### src/rtl/rail_seq_pkg.sv
package rail_seq_pkg;

  typedef enum logic [1:0] {
    ST_OFF   = 2'd0,
    ST_START = 2'd1,
    ST_RUN   = 2'd2,
    ST_FAULT = 2'd3
  } seqState_t;

  typedef enum logic [2:0] {
    FC_NONE      = 3'd0,
    FC_POS_START = 3'd1,
    FC_NEG_HIGH  = 3'd2,
    FC_NEG_REG   = 3'd3,
    FC_POS_RUN   = 3'd4,
    FC_NEG_RUN   = 3'd5,
    FC_THERMAL   = 3'd6
  } faultCode_t;

  // control -> datapath
  typedef struct packed {
    logic inStart;
    logic inRun;
    logic clear;
  } ctlStrobe_t;

  // datapath -> control
  typedef struct packed {
    logic negGo;
    logic posDl;
    logic negHighDl;
    logic negRegDl;
    logic posTrip;
    logic negTrip;
    logic posRegSeen;
  } tmrEvent_t;

endpackage

### src/rtl/rail_seq_timers.sv
module rail_seq_timers
  import rail_seq_pkg::*;
#(
  parameter int NEG_DELAY_MS    = 10,
  parameter int POS_DL_MS       = 10,
  parameter int NEG_HIGH_DL_MS  = 10,
  parameter int NEG_REG_DL_MS   = 20,
  parameter int RUN_DEB_MS      = 3
) (
  input  logic       clk,
  input  logic       rstN,
  input  logic       msTick,
  input  ctlStrobe_t ctl,
  input  logic       posInReg,
  input  logic       posLow,
  input  logic       negHigh,
  output tmrEvent_t  evt
);

  localparam int SW = $clog2(NEG_REG_DL_MS + 1);
  localparam int DW = $clog2(RUN_DEB_MS + 1);
  localparam logic [SW-1:0] NEG_GO_AT   = SW'(NEG_DELAY_MS);
  localparam logic [SW-1:0] POS_AT      = SW'(POS_DL_MS - 1);
  localparam logic [SW-1:0] NEG_HIGH_AT = SW'(NEG_HIGH_DL_MS - 1);
  localparam logic [SW-1:0] NEG_REG_AT  = SW'(NEG_REG_DL_MS - 1);
  localparam logic [SW-1:0] START_MAX   = SW'(NEG_REG_DL_MS);
  localparam logic [DW-1:0] DEB_MAX     = DW'(RUN_DEB_MS);

  logic [SW-1:0] startMs;
  logic          regSeenQ;
  logic [DW-1:0] debCnt [2];
  logic [1:0]    debCond;
  logic [1:0]    debTrip;

  always_ff @(posedge clk or negedge rstN) begin
    if (!rstN) begin
      startMs  <= '0;
      regSeenQ <= 1'b0;
    end else if (ctl.clear) begin
      startMs  <= '0;
      regSeenQ <= 1'b0;
    end else begin
      if (ctl.inStart && msTick && startMs != START_MAX)
        startMs <= startMs + 1'b1;
      if (ctl.inStart && posInReg)
        regSeenQ <= 1'b1;
    end
  end

  assign debCond = {negHigh, posLow};

  for (genvar g = 0; g < 2; g++) begin : g_deb
    always_ff @(posedge clk or negedge rstN) begin
      if (!rstN)
        debCnt[g] <= '0;
      else if (!ctl.inRun || !debCond[g])
        debCnt[g] <= '0;
      else if (msTick && debCnt[g] != DEB_MAX)
        debCnt[g] <= debCnt[g] + 1'b1;
    end
    assign debTrip[g] = ctl.inRun && debCond[g] && msTick && (debCnt[g] == DEB_MAX);
  end

  always_comb begin
    evt            = '0;
    evt.negGo      = (startMs >= NEG_GO_AT);
    evt.posDl      = ctl.inStart && msTick && (startMs == POS_AT);
    evt.negHighDl  = ctl.inStart && msTick && (startMs == NEG_HIGH_AT);
    evt.negRegDl   = ctl.inStart && msTick && (startMs == NEG_REG_AT);
    evt.posTrip    = debTrip[0];
    evt.negTrip    = debTrip[1];
    evt.posRegSeen = regSeenQ;
  end

endmodule

### src/rtl/rail_seq_ctrl.sv
module rail_seq_ctrl
  import rail_seq_pkg::*;
(
  input  logic       clk,
  input  logic       rstN,
  input  logic       mainEn,
  input  logic       auxEn,
  input  logic       uvloOk,
  input  logic       overTemp,
  input  logic       posInReg,
  input  logic       negAboveStart,
  input  logic       negInReg,
  input  tmrEvent_t  evt,
  output ctlStrobe_t ctl,
  output logic       posEnable,
  output logic       negEnable,
  output logic       auxEnable,
  output logic       softLimit,
  output logic       faultLatched,
  output logic [2:0] faultCode
);

  seqState_t  stateQ, stateD;
  faultCode_t codeQ, codeD;
  logic       stopReq;

  assign stopReq = !uvloOk || !mainEn;

  always_comb begin
    stateD = stateQ;
    codeD  = codeQ;
    unique case (stateQ)
      ST_OFF: begin
        codeD = FC_NONE;
        if (uvloOk && mainEn && !overTemp) stateD = ST_START;
      end
      ST_START: begin
        if (stopReq) stateD = ST_OFF;
        else if (overTemp) begin
          stateD = ST_FAULT; codeD = FC_THERMAL;
        end else if (evt.posDl && !posInReg) begin
          stateD = ST_FAULT; codeD = FC_POS_START;
        end else if (evt.negHighDl && negAboveStart) begin
          stateD = ST_FAULT; codeD = FC_NEG_HIGH;
        end else if (evt.negRegDl) begin
          if (negInReg) stateD = ST_RUN;
          else begin
            stateD = ST_FAULT; codeD = FC_NEG_REG;
          end
        end
      end
      ST_RUN: begin
        if (stopReq) stateD = ST_OFF;
        else if (overTemp) begin
          stateD = ST_FAULT; codeD = FC_THERMAL;
        end else if (evt.posTrip) begin
          stateD = ST_FAULT; codeD = FC_POS_RUN;
        end else if (evt.negTrip) begin
          stateD = ST_FAULT; codeD = FC_NEG_RUN;
        end
      end
      ST_FAULT: begin
        if (stopReq) begin
          stateD = ST_OFF; codeD = FC_NONE;
        end
      end
      default: begin
        stateD = ST_OFF; codeD = FC_NONE;
      end
    endcase
  end

  always_ff @(posedge clk or negedge rstN) begin
    if (!rstN) begin
      stateQ <= ST_OFF;
      codeQ  <= FC_NONE;
    end else begin
      stateQ <= stateD;
      codeQ  <= codeD;
    end
  end

  always_comb begin
    ctl         = '0;
    ctl.inStart = (stateQ == ST_START);
    ctl.inRun   = (stateQ == ST_RUN);
    ctl.clear   = (stateQ == ST_OFF) || (stateQ == ST_FAULT);
  end

  assign posEnable    = (stateQ == ST_START) || (stateQ == ST_RUN);
  assign negEnable    = (stateQ == ST_RUN) || ((stateQ == ST_START) && evt.negGo);
  assign softLimit    = (stateQ == ST_START) && !evt.posRegSeen;
  assign faultLatched = (stateQ == ST_FAULT);
  assign auxEnable    = auxEn && uvloOk && (stateQ != ST_FAULT);
  assign faultCode    = codeQ;

endmodule

### src/rtl/rail_seq_supervisor.sv
module rail_seq_supervisor
  import rail_seq_pkg::*;
#(
  parameter int NEG_DELAY_MS   = 10,
  parameter int POS_DL_MS      = 10,
  parameter int NEG_HIGH_DL_MS = 10,
  parameter int NEG_REG_DL_MS  = 20,
  parameter int RUN_DEB_MS     = 3
) (
  input  logic       clk,
  input  logic       rstN,
  input  logic       msTick,
  input  logic       mainEn,
  input  logic       auxEn,
  input  logic       uvloOk,
  input  logic       overTemp,
  input  logic       posInReg,
  input  logic       posLow,
  input  logic       negAboveStart,
  input  logic       negInReg,
  input  logic       negHigh,
  output logic       posEnable,
  output logic       negEnable,
  output logic       auxEnable,
  output logic       softLimit,
  output logic       posDischarge,
  output logic       negDischarge,
  output logic       auxDischarge,
  output logic       faultLatched,
  output logic [2:0] faultCode
);

  ctlStrobe_t ctl;
  tmrEvent_t  evt;

  rail_seq_timers #(
    .NEG_DELAY_MS  (NEG_DELAY_MS),
    .POS_DL_MS     (POS_DL_MS),
    .NEG_HIGH_DL_MS(NEG_HIGH_DL_MS),
    .NEG_REG_DL_MS (NEG_REG_DL_MS),
    .RUN_DEB_MS    (RUN_DEB_MS)
  ) timers_i (
    .clk     (clk),
    .rstN    (rstN),
    .msTick  (msTick),
    .ctl     (ctl),
    .posInReg(posInReg),
    .posLow  (posLow),
    .negHigh (negHigh),
    .evt     (evt)
  );

  rail_seq_ctrl ctrl_i (
    .clk          (clk),
    .rstN         (rstN),
    .mainEn       (mainEn),
    .auxEn        (auxEn),
    .uvloOk       (uvloOk),
    .overTemp     (overTemp),
    .posInReg     (posInReg),
    .negAboveStart(negAboveStart),
    .negInReg     (negInReg),
    .evt          (evt),
    .ctl          (ctl),
    .posEnable    (posEnable),
    .negEnable    (negEnable),
    .auxEnable    (auxEnable),
    .softLimit    (softLimit),
    .faultLatched (faultLatched),
    .faultCode    (faultCode)
  );

  assign posDischarge = !posEnable;
  assign negDischarge = !negEnable;
  assign auxDischarge = !auxEnable;

endmodule

### config.mk
export PLATFORM = sky130hd
export DESIGN_NAME = rail_seq_supervisor
export DESIGN_NICKNAME = d
export VERILOG_FILES = /design/src/rtl/rail_seq_pkg.sv /design/src/rtl/rail_seq_timers.sv /design/src/rtl/rail_seq_ctrl.sv /design/src/rtl/rail_seq_supervisor.sv
export SDC_FILE = /design/constraint.sdc
export NUM_CORES = 1
export LEC_CHECK = 0
export BUFFER_PORTS_ARGS = -buffer_cell sky130_fd_sc_hd__buf_2
export CAP_MARGIN = 10
export CORE_MARGIN = 3
export CORE_UTILIZATION = 50
export DETAILED_ROUTE_END_ITERATION = 8
export MAX_ROUTING_LAYER = met4
export PLACE_DENSITY = 0.77
export SLEW_MARGIN = 20
export SYNTH_ARGS = -nofsm -noshare
export SYNTH_HDL_FRONTEND = slang
export SYNTH_SLANG_ARGS = --single-unit
### constraint.sdc
create_clock -name clk -period 4.1 [get_ports clk]
set_input_delay 0.615 -clock clk [delete_from_list [all_inputs] [get_ports clk]]
set_output_delay 0.615 -clock clk [all_outputs]
set_load 0.01 [all_outputs]
======== Word level (Yosys, flattened, before mapping) ========
Cells that the tools add are included.
word-level totals
  logic and storage cells ................. 108
  bits in registers ....................... 15
  bits of input ports ..................... 12
cells by class
  reduce and logical (&&, ||, !) cells .... 45
  $add $sub $neg .......................... 3
  magnitude comparators ................... 1
  equal/unequal tests ..................... 20
  mux-type cells .......................... 33
operator list
  cell                                                               number
  2-to-1 mux 3 bit                                                   11
  2-to-1 mux 2 bit                                                   15
  logical AND 1 bit                                                  21
  case mux 3 bit (4 select lines)                                    1
  zero test 1 bit                                                    11
  2-to-1 mux 5 bit                                                   2
  != test 2 bit, second input constant                               5
  != test 5 x 2 -> 1 bit, second input constant                      2
  equality test 2 bit, second input constant                         4
  case mux 2 bit (4 select lines)                                    1
  nonzero test 2 bit                                                 4
  logical OR 1 bit                                                   6
  != test 6 x 2 -> 1 bit, second input constant                      1
  AND reduction 6 bit                                                1
  adder 5 x 1 -> 5 bit, second input constant                        1
  equality test 5 x 4 -> 1 bit, second input constant                1
  equality test 5 bit, second input constant                         1
  greater-or-equal comparator 5 x 4 -> 1 bit, second input constant  1
  != test 5 x 3 -> 1 bit, second input constant                      1
  != test 5 bit, second input constant                               1
  adder 2 x 1 -> 2 bit, second input constant                        2
  != test 2 x 1 -> 1 bit, second input constant                      2
  != test 4 x 2 -> 1 bit, second input constant                      1
  AND reduction 4 bit                                                1
  3 further kinds                                                    5

======== Logic depth before layout (Yosys ltp) ========
Gate-level depths: netlist of the first run.
  depth in word-level cells ............... 9
  gate-level depth with buffers ........... 7
  mapped depth without buffers ............ 7

======== By module ========
A second synthesis of the first run with hierarchy kept.
unflattened totals
  cell total of the unflattened synthesis .. 125
  area total of the unflattened synthesis .. 1141.1 um2
modules (own cells, without submodules)
  module               times used  area each (um2)  cells each
  rail_seq_timers      1           663.1            70
  rail_seq_ctrl        1           466.7            52
  rail_seq_supervisor  1           11.3             3

======== Worst setup path after synthesis of the first run ========
No wires, ideal clock.
  path kind ............................... register to register
  start point ............................. reg timers_i.startMs[1]
  end point ............................... reg ctrl_i.codeQ[0], in the netlist ctrl_i.faultCode[0]
  setup time .............................. 0.128 ns
  period minus slack after synthesis ...... 1.929 ns
  buffers on the path ..................... 0
  arrival time ............................ 1.801 ns
  slack ................................... 2.171 ns
  stages on the path, launching flop included .. 8
  cell sequence ........................... dfrtp_1 -> inv_1 -> ha_1 -> and4bb_1 -> nor3b_4 -> nor3b_2 -> nor4_4 -> mux2_1
on the way
  cells in the longest elaborated chain, start to end .. 8
  elaborated cells on any way between the ends .. 14
ends and longest elaborated chain
  element                          RTL line                                      text
  start, declared                  rail_seq_timers.sv:29                         logic [SW-1:0] startMs;
  start signal, assigned           rail_seq_timers.sv:44                         startMs <= startMs + 1'b1;
  equality test 5 x 4 -> 1 bit     rail_seq_timers.sv:67, rail_seq_timers.sv:68
  logical AND 1 bit                rail_seq_timers.sv:67, rail_seq_timers.sv:68
  logical AND 1 bit                rail_seq_ctrl.sv:43                           end else if (evt.negHighDl && negAboveStart) begin
  2-to-1 mux 3 bit                 rail_seq_ctrl.sv:43
  2-to-1 mux 3 bit                 rail_seq_ctrl.sv:41                           end else if (evt.posDl && !posInReg) begin
  2-to-1 mux 3 bit                 rail_seq_ctrl.sv:39                           else if (overTemp) begin
  2-to-1 mux 3 bit                 rail_seq_ctrl.sv:38                           if (stopReq) stateD = ST_OFF;
  case mux 3 bit (4 select lines)  rail_seq_ctrl.sv:32                           unique case (stateQ)
  end signal, assigned             rail_seq_ctrl.sv:79                           codeQ <= codeD;
  end, declared                    rail_seq_ctrl.sv:24                           faultCode_t codeQ, codeD;
Parallel ways exist; a longest one is shown, timed or not. The select of a mux whose other input is x is not followed.
A chain may end at the register's enable or synchronous reset.

======== Final worst setup path of the first run ========
  start point ............................. reg ctrl_i.stateQ[1]
  end point ............................... reg ctrl_i.codeQ[2], in the netlist ctrl_i.faultCode[2]
on the way
  cells in the longest elaborated chain, start to end .. 9
  elaborated cells on any way between the ends .. 30
ends and longest elaborated chain
  element                          RTL line                                                             text
  start, declared                  rail_seq_ctrl.sv:23                                                  seqState_t stateQ, stateD;
  start signal, assigned           rail_seq_ctrl.sv:78                                                  stateQ <= stateD;
  equality test 2 x 1 -> 1 bit     rail_seq_ctrl.sv:32, rail_seq_ctrl.sv:85
  logical AND 1 bit                rail_seq_timers.sv:67, rail_seq_timers.sv:68, rail_seq_timers.sv:69
  logical AND 1 bit                rail_seq_timers.sv:67, rail_seq_timers.sv:68
  logical AND 1 bit                rail_seq_ctrl.sv:43
  2-to-1 mux 3 bit                 rail_seq_ctrl.sv:43
  2-to-1 mux 3 bit                 rail_seq_ctrl.sv:41
  2-to-1 mux 3 bit                 rail_seq_ctrl.sv:39
  2-to-1 mux 3 bit                 rail_seq_ctrl.sv:38
  case mux 3 bit (4 select lines)  rail_seq_ctrl.sv:32
Parallel ways exist; a longest one is shown, timed or not. The select of a mux whose other input is x is not followed.

==> flow_summary.toml, run 1 <==
[flow_run]
cap_violations = 0

[routing]
wirelength_um = 2090
drtAntennaViolNets = 0
wl_per_cell_um = 12.8
drc = 0
firstDrtPassIters = 4
drtIter0Drc = 7
vias = 875
viasPerCell = 5.34

[global_route]
globalRoute.totalOverflow = 0
grt_pass1_wl_um = 3710
grt_pass1_vias = 831
grt_max_degree = 16
grtUsageTotal = 0.187
antenna_found_initial = 0

[worst_setup_path]
path_class = "reg2reg"
start_kind = "register"
r2r_start = "ctrl_i.stateQ[1]$_DFFE_PN0P_"
cp-end-kind = "register"
worstPathArrival_ns = 2.50
timing.rr.end = "ctrl_i.faultCode[2]$_DFFE_PN0P_"
r2r_cells = 7
crit_path_start = "ctrl_i.stateQ[1]$_DFFE_PN0P_"
regToRegSetupSlack_ns = 1.77
worstPathMaxFanout = 13
worstPathRequired_ns = 4.26
setup.worst_path.end = "ctrl_i.faultCode[2]$_DFFE_PN0P_"

[timing]
fmax_ghz = 0.429
hold_violations = 0
worst_slack_ns = 1.77
min_period_ns = 2.33
maxSlewHeadroom = 0.690
clock_skew_ns = 0.00118
rsz0062_at_grt = "false"
slew_viol_final = 0
setup_viol = 0
worstMarginPinSlew_ns = 0.460
post-route-period-util = 0.569
fin_setup_tns_ns = 0
timing.hold.ws_ns = 0.230

[placed_design]
numPortBuffers = 22
dpl.hpwl_um = 1660
gp_congestion = 0.796
place_ws_ns = 1.79

[status]
status = "complete, no violations"

[finish]
layout-drive-gt1-share = 0.226
syn_to_final_growth_pct = 15.1
multi_input_area_um2 = 661
utilization = 0.619
finalNetCount = 161
antenna_cells = 0
seqCellArea_um2 = 375
fillCellCount = 196

[cts]
hold_buffers = 0
clk_pin_slew_ns = 0.09
h-tree-depth = 1
cts_resized = 0
clk_latency_ns = 0.28
post-cts-setup-buffers = 0
numCtsBuffers = 3
numClockSinks = 15
cts-root-buf = "clkbuf_4"
cts_buffer_depth = 2
tritoncts = "built"

[floorplanning]
fp.dieW_um = 52.4
initial_core_util = 0.538
core_mm2 = 0.00200
fp-row-count = 16
ioPinCount = 23
dieHeight_um = 52.4
dieArea_mm2 = 0.00275

[logic_synthesis]
synth_area_mm2 = 0.00108
yosysWarnings = 0
ys_seq_area_frac = 0.348
syn_area_per_cell_um2 = 9.53
syn_inst = 113
synth_seq_cells = 15
synth_cell_types = 37
syn-num-nets = 136

[power]
power_uw = 609
p_leak_nw = 0.616
peakVddDrop_uv = 283
power.density_mw_per_mm2 = 491

[min_path]
hold_class = "in2async"
==> cells by family (layout without fill, tap and decap cells) <==
logic type / count (synthesis) / count (layout) / share of synthesized area
AND/OR/NAND/NOR: 46 / 46 / 0.272
multiplexers: 8 / 8 / 0.0778
adder cells (fa/ha/maj): 11 / 11 / 0.128
XOR/XNOR: 3 / 3 / 0.0244
buffers and inverters: 11 / 35 / 0.0383
AO/OA/AOI/OAI: 19 / 19 / 0.112
flip-flops: 15 / 15 / 0.348
==> worst max-delay path, cell delays in order, from the launching register on <==
cell     delay, ns
dfrtp_1       0.42
inv_1         0.11
ha_1          0.39
and3_1        0.27
and4b_1       0.23
nor3b_2       0.08
nor4_4        0.36
mux2_1        0.37
==> through the flow <==
step,std cells,area [µm²]
after global routing,164,1240
after floorplan,113,1080
after global placement,160,1210
after detailed placement,160,1210
final,164,1240
after CTS,164,1240
==> power by group <==
part,internal [mW],switching (mW),leakage [nW]
Sequential,0.179,0.0256,0.203
Clock,0.0377,0.0458,0.0150
Combinational,0.140,0.181,0.398
==> placed cells by master (no fill, tap or decap), types with 2 or more instances in the layout <==
cell and n:
a41oi_1 2, nor2_1 10, ha_1 11, a21oi_1 6, nand2b_1 4, or2_2 2, nand3b_1 2, o21ai_0 5
inv_1 8, and3_1 2, clkbuf_4 3, nand2_1 8, nor2b_1 3, mux2i_1 5, nand3_1 4, xnor2_1 2
buf_2 22, dfrtp_1 15, mux2_1 3
==> worst min path at each step <==
stage | start | endpoint | slack (ns) | cells past startpoint
global placement | ctrl_i.faultCode[0]$_DFFE_PN0P_ | ctrl_i.faultCode[0]$_DFFE_PN0P_ | 0.48 | 1
detailed placement | ctrl_i.faultCode[1]$_DFFE_PN0P_ | ctrl_i.faultCode[1]$_DFFE_PN0P_ | 0.48 | 1
finish | rstN | timers_i.debCnt[0]$_DFFE_PN0P_ | 0.23 | 1
CTS | rstN | ctrl_i.stateQ[1]$_DFFE_PN0P_ | 0.23 | 1
floorplan | rstN | ctrl_i.faultCode[0]$_DFFE_PN0P_ | 0.32 | 0
global route | rstN | timers_i.debCnt[0]$_DFFE_PN0P_ | 0.23 | 1
==> synthesized netlist by cell type <==
cell type	count	area share
mux2i_1	5	0.046
a41oi_1	2	0.016
nor4_4	1	0.020
o21a_1	1	0.0070
nand2_1	8	0.028
a21oi_1	6	0.028
xnor2_1	2	0.016
a31oi_1	1	0.0058
nor3b_2	1	0.012
nor2b_1	3	0.017
and3_1	2	0.012
o311a_1	1	0.0093
nor3_1	1	0.0046
o41ai_1	1	0.0081
nor2_1	10	0.035
nand3_1	4	0.019
mux2_1	3	0.031
nand3b_1	2	0.014
nor3b_4	1	0.017
and4bb_1	1	0.012
nor4_1	1	0.0058
dfrtp_1	15	0.35
clkinv_1	1	0.0035
o21bai_1	1	0.0070
xor2_1	1	0.0081
nand2b_1	4	0.023
and2_1	1	0.0058
inv_1	8	0.028
o21ai_0	5	0.023
nand4_1	1	0.0058
or3_1	1	0.0058
clkbuf_1	2	0.0070
ha_1	11	0.13
or2_2	2	0.012
and4b_1	1	0.0093
a211oi_1	1	0.0070
nor4bb_2	1	0.015
==> registers in the layout (all words and copies together) (netlist names) <==
| name | cells |
|---|---|
| ctrl_i.faultCode | 3 |
| timers_i.startMs | 5 |
| timers_i.regSeenQ | 1 |
| ctrl_i.stateQ | 2 |
| timers_i.debCnt | 4 |
==> cell type report <==
cell class | instances | share of cell area
Timing Repair Buffer | 22 | 0.0888
Inverter | 9 | 0.0272
Clock buffer | 4 | 0.0212
Sequential cell | 15 | 0.303
Multi-Input combinational cell | 87 | 0.533
Tap cell | 27 | 0.0272
==> layer usage <==
| layer | share of wire | global-route usage | vias to the layer above |
|---|---|---|---|
| li1 | - | - | 448 |
| met1 | 0.47 | 0.230 | 408 |
| met2 | 0.48 | 0.302 | 17 |
| met3 | 0.038 | 0.0342 | 2 |
| met4 | 0.0086 | 0.0766 | 0 |
| met5 | 0 | - | - |
Note: power is estimated with default switching activity, not from simulation.
==> run 2, diff against run 1 <==
Settings changed: CORE_UTILIZATION 50 to 48.
Clock period 4.1 ns to 2 ns, I/O delays scaled along.
==> run 2 against run 1 <==
Effect of this change: the run now ends with setup timing left; worst hold slack improved by 0.011 ns; clock power is 120% higher; largest cell class unchanged; global-route usage is 1.1 points higher; critical path depth increased by 1; critical endpoint unchanged.
==> flow_summary.toml, run 2 (same netlist as run 1, synthesis figures left out) <==
[finish]
layout_commonest_cell = "buf_2"
layout-drive-gt1-share = 0.399
final_cells = 180
finalNetCount = 177
antenna_cells = 0
largest_reg_flops = 5
syn_to_final_growth_pct = 33.7
max_flop_register = "timers_i.startMs"
final_cell_mix = "22 x buf_2, 14 x dfrtp_1, 14 x buf_4"
fillCellCount = 170
postLayoutCellArea_mm2 = 0.00144
multi_input_area_um2 = 726
seqCellArea_um2 = 377

[worst_setup_path]
worst_path_largest_cell_delay_ns = 0.40
start_kind = "register"
cp-end-kind = "register"
cp_common_cell = "buf_4"
worstPathRequired_ns = 2.20
worstPathArrival_ns = 2.26
cp_slowest_cell = "dfrtp_1"
crit_buf_inv = 2
path_class = "reg2reg"
crit_chain = "buf_4 > ha_1 > and3_4 > and4b_1 > nor3b_4 > nor4_4 > buf_4 > mux2_4"
critical_path.top_delay_family = "simple AND/OR/NAND/NOR gates"
worstPathMaxFanout = 5

[status]
violations = "setup timing"
status = "finished with violations"

[power]
p_int_uw = 927
power.density_mw_per_mm2 = 1080
comb_power_share = 0.609
p_leak_nw = 0.700
switching_share = 0.404
power.switching_uw = 628
pwr-share-seq = 0.272
peakVddDrop_uv = 891
clkPwrFrac = 0.119

[placed_design]
place_inst = 170
place_ws_ns = -0.0461
dpl.hpwl_um = 1840
dpl-instance-area_mm2 = 0.00129
numPortBuffers = 22
gp_congestion = 0.838

[timing]
min_period_ns = 2.07
maxSlewHeadroom = 0.665
setup_viol = 3
fmax_ghz = 0.483
post-route-period-util = 1.03
worstMarginPinSlew_ns = 0.496
clock_skew_ns = 0.0138
hold_violations = 0
fin_setup_tns_ns = -0.196
rsz0062_at_grt = "true"
worst_slack_ns = -0.0690
slew_viol_final = 0

[floorplanning]
core_mm2 = 0.00204
initial_core_util = 0.528
dieArea_mm2 = 0.00285
ioPinCount = 23
dieHeight_um = 53.4
fp.dieW_um = 53.4
fp-row-count = 16

[global_route]
antenna_found_initial = 0
grtUsageTotal = 0.198
grt_pass1_vias = 928
globalRoute.totalOverflow = 0
grt_max_degree = 16
grt_pass1_wl_um = 3930

[min_path]
hold_class = "in2reg"

[routing]
viasPerCell = 5.45
drtIter0Drc = 7
wl_met1_um = 1080
top_layer_used = "met4"
wl_per_cell_um = 13.7
wirelength_um = 2470
drc = 0
drtAntennaViolNets = 0
firstDrtPassIters = 4
vias = 981
detailroute.wirelength.met2_um = 1230
met3_length_um = 107

[cts]
clk_latency_ns = 0.30
tritoncts = "built"
h-tree-depth = 1
clk_pin_slew_ns = 0.11
numClockSinks = 15
numCtsBuffers = 3
cts-root-buf = "clkbuf_4"
cts_buffer_depth = 2

[flow_run]
cap_violations = 0
run 2: cell count changes in the layout (fill, tap and decap cells not counted), sizes merged:
cell         change
clkinvlp         +2
dlygate4sd3      +1
clkbuf           -1
buf             +15
clkinv           -1
run 2: power by group through the flow:
| stage | Clock [mW] | Combinational (mW) | Sequential (mW) |
|---|---|---|---|
| 2_1_floorplan | 0 | 0.467 | 0.426 |
| 6_report | 0.185 | 0.946 | 0.424 |
| 3_3_place_gp | 0 | 0.727 | 0.413 |
| 3_5_place_dp | 0 | 0.749 | 0.415 |
| 4_1_cts | 0.189 | 0.766 | 0.409 |
| 5_1_grt | 0.199 | 1.05 | 0.433 |
run 2: what timing repair did:
| action | 4_1_cts | 5_1_grt |
|---|---|---|
| pin swaps | 1 | 6 |
| setup endpoints to repair | 5 | 8 |
| setup buffers | 0 | 5 |
| hold buffers | 1 | 0 |
| gates resized for setup | 3 | 16 |
| endpoints found under the hold margin | 15 | 0 |
run 2: final cells by class:
| type | instances | share of cell area |
|---|---|---|
| clock buffer | 3 | 0.0156 |
| tap | 27 | 0.0235 |
| multi-input combinational | 87 | 0.504 |
| sequential | 15 | 0.262 |
| timing repair buffer | 38 | 0.164 |
| inverter | 9 | 0.0261 |
| clock inverter | 1 | 0.00521 |
run 2: through the flow:
step	hold WS, ns	total power [mW]	utilization
final	0.241	1.56	0.705
after global routing	0.267	1.68	0.705
after detailed placement	0.226	1.16	0.631
after CTS	0.242	1.36	0.653
after global placement	0.224	1.14	0.631
after floorplan	0.00441	0.893	-
run 2: worst min-delay path, delay by kind of cell:
family / cells / cell delay [ns]
buf+inv: 1 / 0.10
compound gates: 1 / 0.04
simple gates: 1 / 0.07
run 2: path summary, 6_finish.rpt:
path,from,end,slack [ns],cells past startpoint
worst max register to register,timers_i.startMs[1]$_DFFE_PN0P_,ctrl_i.faultCode[2]$_DFFE_PN0P_,-0.07,8
worst min register to register,timers_i.regSeenQ$_DFFE_PN0P_,timers_i.regSeenQ$_DFFE_PN0P_,0.52,2
worst max-delay path,timers_i.startMs[1]$_DFFE_PN0P_,ctrl_i.faultCode[2]$_DFFE_PN0P_,-0.07,8
min in group asynchronous,rstN,ctrl_i.faultCode[2]$_DFFE_PN0P_,0.44,2
max in group asynchronous,rstN,timers_i.startMs[0]$_DFFE_PN0P_,1.29,2
worst min-delay path,posLow,timers_i.debCnt[2]$_DFFE_PN0P_,0.24,3
run 2: layer usage:
| metal | vias up | global-route usage |
|---|---|---|
| met1 | 475 | 0.229 |
| met2 | 23 | 0.339 |
| met4 | 0 | 0.0766 |
| met5 | - | - |
| met3 | 7 | 0.0338 |
| li1 | 476 | - |
==> run 3, diff against run 2 <==
Settings changed: CORE_MARGIN 3 to default, SKIP_CTS_REPAIR_TIMING from default to 1.
==> run 3 against run 2 <==
Effect of this change: the run now ends clean; critical endpoint is now ctrl_i.faultCode[0]$_DFFE_PN0P_; critical path type unchanged; clock power about the same; worst hold slack better by 0.017 ns; die area is 14% lower; largest cell class unchanged.
==> flow_summary.toml, run 3 (same netlist as run 1, synthesis figures left out) <==
[worst_setup_path]
path_class = "reg2reg"
cp-end-kind = "register"
crit_path_start = "timers_i.startMs[1]$_DFFE_PN0P_"
setup.worst_path.end = "ctrl_i.faultCode[0]$_DFFE_PN0P_"
regToRegSetupSlack_ns = 0.005
r2r_cells = 7
worstPathMaxFanout = 5
start_kind = "register"
r2r_start = "timers_i.startMs[1]$_DFFE_PN0P_"
timing.rr.end = "ctrl_i.faultCode[0]$_DFFE_PN0P_"
worstPathArrival_ns = 2.17
worstPathRequired_ns = 2.17

[global_route]
globalRoute.totalOverflow = 0
grtUsageTotal = 0.226
antenna_found_initial = 0
grt_max_degree = 16
grt_pass1_wl_um = 4060
grt_pass1_vias = 950

[power]
switching_share = 0.415
power_mw = 1.37
comb_power_share = 0.565
power.density_mw_per_mm2 = 1020
p_int_uw = 803
power.switching_uw = 569
p_leak_nw = 0.677
clkPwrFrac = 0.135
pwr-share-seq = 0.300
peakVddDrop_uv = 603

[cts]
tritoncts = "built"
cts-root-buf = "clkbuf_4"
cts_buffer_depth = 2
numCtsBuffers = 3
clk_pin_slew_ns = 0.10
h-tree-depth = 1
clk_latency_ns = 0.29
numClockSinks = 15

[routing]
drc = 0
drtIter0Drc = 15
vias = 931
drtAntennaViolNets = 0
firstDrtPassIters = 4
wirelength_um = 2350
wl_per_cell_um = 13.4
viasPerCell = 5.32

[floorplanning]
initial_core_util = 0.528
core_mm2 = 0.00204
dieArea_mm2 = 0.00244
dieHeight_um = 49.4
fp.dieW_um = 49.4
ioPinCount = 23
fp-row-count = 16

[finish]
finalNetCount = 172
largest_reg_flops = 5
fillCellCount = 175
multi_input_area_um2 = 676
max_flop_register = "timers_i.startMs"
final_cells = 175
layout_commonest_cell = "buf_2"
postLayoutCellArea_mm2 = 0.00134
seqCellArea_um2 = 375
layout-drive-gt1-share = 0.304
utilization = 0.658
antenna_cells = 0
final_cell_mix = "22 x buf_2, 15 x dfrtp_1, 11 x ha_1"
syn_to_final_growth_pct = 24.7

[timing]
clock_skew_ns = 0.00389
rsz0062_at_grt = "true"
slew_viol_final = 0
fin_setup_tns_ns = 0
maxSlewHeadroom = 0.685
min_period_ns = 2.00
post-route-period-util = 0.998
hold_violations = 0
fmax_ghz = 0.501
setup_viol = 0
worstMarginPinSlew_ns = 0.467

[placed_design]
dpl-instance-area_mm2 = 0.00129
place_inst = 170
gp_congestion = 0.872
dpl.hpwl_um = 1900
numPortBuffers = 22

[status]
status = "complete, no violations"

[flow_run]
cap_violations = 0

[min_path]
hold_class = "in2reg"
==> run 3: changes by cell type in the layout (fill, tap and decap cells not counted), moves of 3 or more <==
cell | before | now
buf_4 | 14 | 10
mux2_1 | 0 | 3
mux2_4 | 3 | 0
ha_1 | 7 | 11
==> run 3: layer usage <==
layer,vias to the layer above,global-route usage,wire [µm]
met5,-,-,0
met4,0,0.0667,14
met3,2,0.0343,102
met2,19,0.379,1140
met1,437,0.282,1100
li1,473,-,-
==> run 3: how the worst min path moves through the flow <==
| stage | from | end | cells after the start |
|---|---|---|---|
| detailed placement | rstN | ctrl_i.stateQ[0]$_DFFE_PN0P_ | 1 |
| floorplan | rstN | ctrl_i.faultCode[0]$_DFFE_PN0P_ | 0 |
| global route | posLow | timers_i.debCnt[2]$_DFFE_PN0P_ | 3 |
| global placement | rstN | ctrl_i.stateQ[0]$_DFFE_PN0P_ | 1 |
| finish | posLow | timers_i.debCnt[2]$_DFFE_PN0P_ | 3 |
| CTS | rstN | ctrl_i.faultCode[1]$_DFFE_PN0P_ | 1 |
==> run 3: final cells by class <==
cell class	count	area share
multi-input cells	87	0.503
flip-flops and latches	15	0.279
repair buffers	33	0.145
inverters	9	0.0251
well taps	27	0.0251
clock buffers	3	0.0168
clock inverters	1	0.00559
==> run 3: critical path, stage by stage (launching register included) <==
cell and delay (ns):
dfrtp_1 0.39, buf_4 0.16, ha_1 0.17, and3_1 0.19
and4b_1 0.21, nor3b_2 0.35, nor4_4 0.08, mux2_1 0.33
==> run 3: power by group through the flow <==
stage               Clock [mW]  Sequential (mW)  Combinational (mW)
floorplan                    0            0.426               0.467
global placement             0            0.414               0.728
detailed placement           0            0.418               0.745
CTS                      0.192            0.411               0.751
global route             0.213            0.418               0.854
finish                   0.185            0.411               0.775
==> run 3: stage by stage <==
step / setup WS (ns) / hold WS (ns)
after floorplan: 0.0713 / 0.00441
after global placement: 0.0918 / 0.224
after detailed placement: 0.00612 / 0.232
after CTS: -0.00952 / -0.0902
after global routing: -0.0816 / 0.245
final: 0.00480 / 0.258
